==> src/rtl/lim_watch_pkg.sv <==
package lim_watch_pkg;

   // Monitored stream selection
   typedef enum logic {
      LW_SRC_MAIN  = 1'b0,
      LW_SRC_WATCH = 1'b1
   } lw_src_e;

   // Compare outcome of one sample against the two limits
   typedef struct packed {
      logic above;
      logic below;
   } lw_cmp_t;

   localparam int LW_MAX_CH = 64;

endpackage

==> src/rtl/lim_watch_src.sv <==
module lim_watch_src
   import lim_watch_pkg::*;
#(
   parameter int CH_W   = 3,
   parameter int SMP_W  = 24,
   parameter bit REG_IN = 1'b1
) (
   input  logic             clk,
   input  logic             rst_n,
   input  lw_src_e          sel,
   input  logic             a_vld,
   input  logic [CH_W-1:0]  a_ch,
   input  logic [SMP_W-1:0] a_smp,
   input  logic             b_vld,
   input  logic [CH_W-1:0]  b_ch,
   input  logic [SMP_W-1:0] b_smp,
   output logic             o_vld,
   output logic [CH_W-1:0]  o_ch,
   output logic [SMP_W-1:0] o_smp
);

   logic             m_vld;
   logic [CH_W-1:0]  m_ch;
   logic [SMP_W-1:0] m_smp;

   always_comb begin
      if (sel == LW_SRC_WATCH) begin
         m_vld = b_vld;
         m_ch  = b_ch;
         m_smp = b_smp;
      end else begin
         m_vld = a_vld;
         m_ch  = a_ch;
         m_smp = a_smp;
      end
   end

   generate
      if (REG_IN) begin : g_reg
         always_ff @(posedge clk or negedge rst_n) begin
            if (!rst_n) begin
               o_vld <= 1'b0;
               o_ch  <= '0;
               o_smp <= '0;
            end else begin
               o_vld <= m_vld;
               o_ch  <= m_ch;
               o_smp <= m_smp;
            end
         end
      end else begin : g_thru
         assign o_vld = m_vld;
         assign o_ch  = m_ch;
         assign o_smp = m_smp;
      end
   endgenerate

endmodule

==> src/rtl/lim_watch_cmp.sv <==
module lim_watch_cmp
   import lim_watch_pkg::*;
#(
   parameter int NUM_CH = 8,
   parameter int CH_W   = 3,
   parameter int SMP_W  = 24
) (
   input  logic              vld,
   input  logic [CH_W-1:0]   ch,
   input  logic [SMP_W-1:0]  smp,
   input  logic [SMP_W-1:0]  thr_hi,
   input  logic [SMP_W-1:0]  thr_lo,
   input  logic [NUM_CH-1:0] ch_mask,
   output logic [NUM_CH-1:0] hit_hi,
   output logic [NUM_CH-1:0] hit_lo
);

   lw_cmp_t res;

   always_comb begin
      res.above = $signed(smp) > $signed(thr_hi);
      res.below = $signed(smp) < $signed(thr_lo);
   end

   // Channel decode; tags that name no channel select nothing
   generate
      for (genvar i = 0; i < NUM_CH; i++) begin : g_dec
         logic sel_i;
         assign sel_i     = vld && (ch == CH_W'(i)) && ch_mask[i];
         assign hit_hi[i] = sel_i && res.above;
         assign hit_lo[i] = sel_i && res.below;
      end
   endgenerate

endmodule

==> src/rtl/lim_watch_flags.sv <==
module lim_watch_flags #(
   parameter int NUM_CH = 8
) (
   input  logic              clk,
   input  logic              rst_n,
   input  logic [NUM_CH-1:0] set_v,
   input  logic [NUM_CH-1:0] clr_v,
   output logic [NUM_CH-1:0] flag_v
);

   generate
      for (genvar i = 0; i < NUM_CH; i++) begin : g_flag
         always_ff @(posedge clk or negedge rst_n) begin
            if (!rst_n)
               flag_v[i] <= 1'b0;
            else if (set_v[i])
               flag_v[i] <= 1'b1;
            else if (clr_v[i])
               flag_v[i] <= 1'b0;
         end
      end
   endgenerate

endmodule

==> src/rtl/lim_watch.sv <==
module lim_watch
   import lim_watch_pkg::*;
#(
   parameter int NUM_CH = 8,
   parameter int SMP_W  = 24,
   parameter bit REG_IN = 1'b1,
   localparam int CH_W  = (NUM_CH > 1) ? $clog2(NUM_CH) : 1
) (
   input  logic              clk,
   input  logic              rst_n,
   input  logic              src_sel,
   input  logic              main_vld,
   input  logic [CH_W-1:0]   main_ch,
   input  logic [SMP_W-1:0]  main_smp,
   input  logic              wd_vld,
   input  logic [CH_W-1:0]   wd_ch,
   input  logic [SMP_W-1:0]  wd_smp,
   input  logic [SMP_W-1:0]  thr_hi,
   input  logic [SMP_W-1:0]  thr_lo,
   input  logic [NUM_CH-1:0] ch_mask,
   input  logic              irq_en,
   input  logic [NUM_CH-1:0] clr_lo,
   input  logic [NUM_CH-1:0] clr_hi,
   output logic [NUM_CH-1:0] flag_lo,
   output logic [NUM_CH-1:0] flag_hi,
   output logic              irq
);

   generate
      if (NUM_CH < 1 || NUM_CH > LW_MAX_CH) begin : g_bad_ch
         $error("lim_watch: NUM_CH out of range");
      end
      if (SMP_W < 2) begin : g_bad_w
         $error("lim_watch: SMP_W must be at least 2");
      end
   endgenerate

   logic             s_vld;
   logic [CH_W-1:0]  s_ch;
   logic [SMP_W-1:0] s_smp;
   logic [NUM_CH-1:0] hit_hi;
   logic [NUM_CH-1:0] hit_lo;

   lim_watch_src #(
      .CH_W   (CH_W),
      .SMP_W  (SMP_W),
      .REG_IN (REG_IN)
   ) u_src (
      .clk   (clk),
      .rst_n (rst_n),
      .sel   (lw_src_e'(src_sel)),
      .a_vld (main_vld),
      .a_ch  (main_ch),
      .a_smp (main_smp),
      .b_vld (wd_vld),
      .b_ch  (wd_ch),
      .b_smp (wd_smp),
      .o_vld (s_vld),
      .o_ch  (s_ch),
      .o_smp (s_smp)
   );

   lim_watch_cmp #(
      .NUM_CH (NUM_CH),
      .CH_W   (CH_W),
      .SMP_W  (SMP_W)
   ) u_cmp (
      .vld     (s_vld),
      .ch      (s_ch),
      .smp     (s_smp),
      .thr_hi  (thr_hi),
      .thr_lo  (thr_lo),
      .ch_mask (ch_mask),
      .hit_hi  (hit_hi),
      .hit_lo  (hit_lo)
   );

   lim_watch_flags #(.NUM_CH(NUM_CH)) u_flags_hi (
      .clk    (clk),
      .rst_n  (rst_n),
      .set_v  (hit_hi),
      .clr_v  (clr_hi),
      .flag_v (flag_hi)
   );

   lim_watch_flags #(.NUM_CH(NUM_CH)) u_flags_lo (
      .clk    (clk),
      .rst_n  (rst_n),
      .set_v  (hit_lo),
      .clr_v  (clr_lo),
      .flag_v (flag_lo)
   );

   assign irq = irq_en && ((|flag_hi) || (|flag_lo));

endmodule

==> config.mk <==
export PLATFORM = sky130hd
export DESIGN_NAME = lim_watch
export DESIGN_NICKNAME = d
export VERILOG_FILES = /design/src/rtl/lim_watch_pkg.sv /design/src/rtl/lim_watch_src.sv /design/src/rtl/lim_watch_cmp.sv /design/src/rtl/lim_watch_flags.sv /design/src/rtl/lim_watch.sv
export SDC_FILE = /design/constraint.sdc
export NUM_CORES = 1
export LEC_CHECK = 0
export BUFFER_PORTS_ARGS = -buffer_cell sky130_fd_sc_hd__buf_4
export CAP_MARGIN = 15
export CORE_AREA = 2 2 84 86
export CTS_CLUSTER_DIAMETER = 30
export DETAILED_ROUTE_END_ITERATION = 6
export DIE_AREA = 0 0 86 88
export HOLD_SLACK_MARGIN = 0.15
export PLACE_DENSITY = 0.89
export SYNTH_ARGS = -nofsm -noshare
export SYNTH_HDL_FRONTEND = slang
export SYNTH_SLANG_ARGS = --single-unit
==> constraint.sdc <==
create_clock -name clk -period 2.5 [get_ports clk]
set_input_delay 0.375 -clock clk [delete_from_list [all_inputs] [get_ports clk]]
set_output_delay 0.375 -clock clk [all_outputs]
set_load 0.1 [all_outputs]
==> results.cfg <==
[status]
status = complete, no violations

[floorplan]
die-height_um = 88
core_region_area_mm2 = 0.00664
floorplan.die_area_mm2 = 0.00757
initial_utilization_pct = 44.6
design.portCount = 149
rows = 30
die-width_um = 86

[placement]
hpwl_mm = 7.25
routabilityCongestion = 0.788
number_of_placed_instances_taps_included = 523
port_buffers = 148

[synth]
syn-cell-area_mm2 = 0.00297
ys_top_cells_by_area = sky130_fd_sc_hd__dfrtp_1, sky130_fd_sc_hd__ha_1, sky130_fd_sc_hd__mux2_2, sky130_fd_sc_hd__inv_1, sky130_fd_sc_hd__a21oi_1
avgSynthCellArea_um2 = 9.98
synth_area_leader_cell = sky130_fd_sc_hd__dfrtp_1
synth_seq_area_share_pct = 37.1
flop_and_latch_count_out_of_synthesis = 44
synthesis.instances = 297
synthesis.yosys.warnings = 0
synth-edff-count = 0
synth_flop_cell = sky130_fd_sc_hd__dfrtp_1
synth_top_cell_area_share_pct = 37.1
yosysUniqueCellTypes = 31
postSynth.asyncResetShare_pct = 100
syn-num-nets = 476

[grt]
grt_start_max_net_pins = 45
grt_use_total_pct = 22.9
grt_first_pass_wirelength_mm = 13.6
antenna_found_initial = 0
grt_pass1_vias = 3021
grt_overflow = 0

[detailed_routing]
detail_route.wirelength_mm = 8.61
ant_nets = 0
drt_first_iter_violations = 154
routed-via-count = 2828
wl_per_cell_um = 16.1
drt_drc_violations_left = 0
drt_first_pass_iters = 4
detail_route.vias_per_cell = 5.31

[finish]
final_instance_count_without_filler_cells = 533
area.growth.synth_to_final_pct = 45.7
finalNetCount = 631
multi_input_comb_area_mm2 = 0.00161
share_of_cells_above_drive_strength_1_pct = 43.3
antenna_cells_inserted = 0
final.fill_count = 531
layout.area.seq_mm2 = 0.00110

[job]
cap_viol_max_count = 0

[sta]
period_utilization_pct = 92.2
clock_skew_ns = 0.0103
final.setup.tns_ns = 0
timing_hold_violations_final = 0
maxSlewHeadroom_pct = 62.0
worst_pin_slew_ns = 0.570
fin_crit_ns = 2.31
setup_viol = 0
report.final.slew_viol_count = 0
grt_setup_unrepaired = false
clock.fmax_mhz = 434

[critical_path]
setup.worst_path.start = u_src.o_smp[23]
data_required_time_of_the_critical_path_ns = 2.71
timing.rr.start = u_src.o_smp[23]
setup.worst_path.start_class = flop
worst_setup_path_end_kind = flop
critical_path_start_end_classification = flop to flop
critical_path_peak_fanout = 8
worst-endpoint-arrival_ns = 2.51

[power]
irDropWorstVdd_uv = 287
power.density_cell_area_mw_per_mm2 = 473
power_after_layout_uw = 2040
power_leakage_uw = 0.00228

[min_path]
hold_path.class = input port to flop
hp-start = clr_hi[6]

[clocking]
cts.htree.levels = 2
cts.sinks = 44
cts_buffers = 5
clock_tree_buffer_depth = 2
cts_resized = 0
clkSlewWorstSetupHoldPaths_ns = 0.09
worstSkewPairLatency_ns = 0.30
cts_tree = yes
clk_root_buffer_cell = sky130_fd_sc_hd__clkbuf_8
metrics by stage:
stage	setup WS (ns)	hold slack (ns)	utilization (%)	instance area [µm²]
floorplan	0.0220	0.0794	-	2970
global placement	0.243	0.395	62.9	4180
detailed placement	0.0955	0.409	62.9	4180
CTS	0.143	0.234	64.9	4310
global route	0.0348	0.235	65.0	4320
finish	0.194	0.236	65.0	4320
where the power goes:
part	internal, µW	total (µW)	switching (µW)
Clock	327	580	253
Sequential	757	797	40.0
Combinational	313	665	352
cells in the final DEF (no fill, tap or decap), types with 2 or more instances in the layout:
master	n
sky130_fd_sc_hd__a21oi_1	23
sky130_fd_sc_hd__buf_4	150
sky130_fd_sc_hd__clkbuf_8	6
sky130_fd_sc_hd__dfrtp_1	44
sky130_fd_sc_hd__ha_1	47
sky130_fd_sc_hd__inv_1	66
sky130_fd_sc_hd__mux2_2	28
sky130_fd_sc_hd__nand2_1	9
sky130_fd_sc_hd__nand3_1	8
sky130_fd_sc_hd__nand4_1	15
sky130_fd_sc_hd__nor2b_1	6
sky130_fd_sc_hd__nor3_1	2
sky130_fd_sc_hd__nor4_1	4
sky130_fd_sc_hd__nor4_2	3
sky130_fd_sc_hd__o21ai_0	9
sky130_fd_sc_hd__o22ai_1	8
sky130_fd_sc_hd__o32ai_1	8
final cells by class:
cell class / instances / area share [%]
multi-input combinational: 184 / 37.3
timing repair buffer: 151 / 26.3
sequential: 44 / 25.5
inverter: 66 / 5.74
tap: 80 / 2.32
clock buffer: 6 / 1.91
clock inverter: 2 / 0.898
kinds of logic after synthesis:
group	after synthesis	synth area share, %
compound gates	55	11.6
xor+xnor	2	1.10
fa+ha+maj	47	19.8
buf+inv	69	8.73
flops	44	37.1
mux	28	10.6
simple gates	52	10.9
critical path: stages (launching register included):
cell                      delay (ns)
sky130_fd_sc_hd__dfrtp_1        0.43
sky130_fd_sc_hd__ha_1           0.36
sky130_fd_sc_hd__nand4_1        0.17
sky130_fd_sc_hd__nor4_2         0.33
sky130_fd_sc_hd__nand4_1        0.14
sky130_fd_sc_hd__a21oi_1        0.18
sky130_fd_sc_hd__nor4_2         0.09
sky130_fd_sc_hd__xor2_2         0.17
sky130_fd_sc_hd__buf_4          0.18
sky130_fd_sc_hd__o22ai_1        0.17
synthesized netlist by cell type (2+ instances only):
cell,instances
sky130_fd_sc_hd__a21oi_1,23
sky130_fd_sc_hd__buf_1,2
sky130_fd_sc_hd__dfrtp_1,44
sky130_fd_sc_hd__ha_1,47
sky130_fd_sc_hd__inv_1,66
sky130_fd_sc_hd__mux2_2,28
sky130_fd_sc_hd__nand2_1,9
sky130_fd_sc_hd__nand3_1,8
sky130_fd_sc_hd__nand4_1,15
sky130_fd_sc_hd__nor2b_1,6
sky130_fd_sc_hd__nor3_1,2
sky130_fd_sc_hd__nor4_1,4
sky130_fd_sc_hd__nor4_2,3
sky130_fd_sc_hd__o21ai_0,9
sky130_fd_sc_hd__o22ai_1,8
sky130_fd_sc_hd__o32ai_1,8
flip-flops by register name, summed over array words and instances (netlist names):
register	cells
u_src.o_ch	3
u_flags_hi.flag_v	8
u_flags_lo.flag_v	8
u_src.o_smp	24
u_src.o_vld	1
final timing paths:
path                                         to  slack, ns  depth (start not counted)
max                        u_flags_lo.flag_v[6]       0.19                          9
min                        u_flags_hi.flag_v[6]       0.24                          2
max reg2reg                u_flags_lo.flag_v[6]       0.19                          9
min reg2reg                u_flags_lo.flag_v[1]       0.57                          2
max in group asynchronous       u_src.o_smp[13]       1.49                          2
min in group asynchronous  u_flags_lo.flag_v[6]       0.60                          2
what timing repair did:
action | CTS | global route
setup buffers | 0 | 1
endpoints found under the hold margin | 44 | 0
endpoints found under the setup margin | 0 | 8
hold buffers | 1 | 0
routing by layer:
layer  GRT usage (%)  vias to the layer above  wire [µm]
li1                -                     1356          -
met1            26.3                     1335       3220
met2            43.5                      121       4700
met3            3.49                       16        551
met4            7.07                        0        138
met5               0                        -          0
Note: power is estimated with default switching activity, not from simulation.
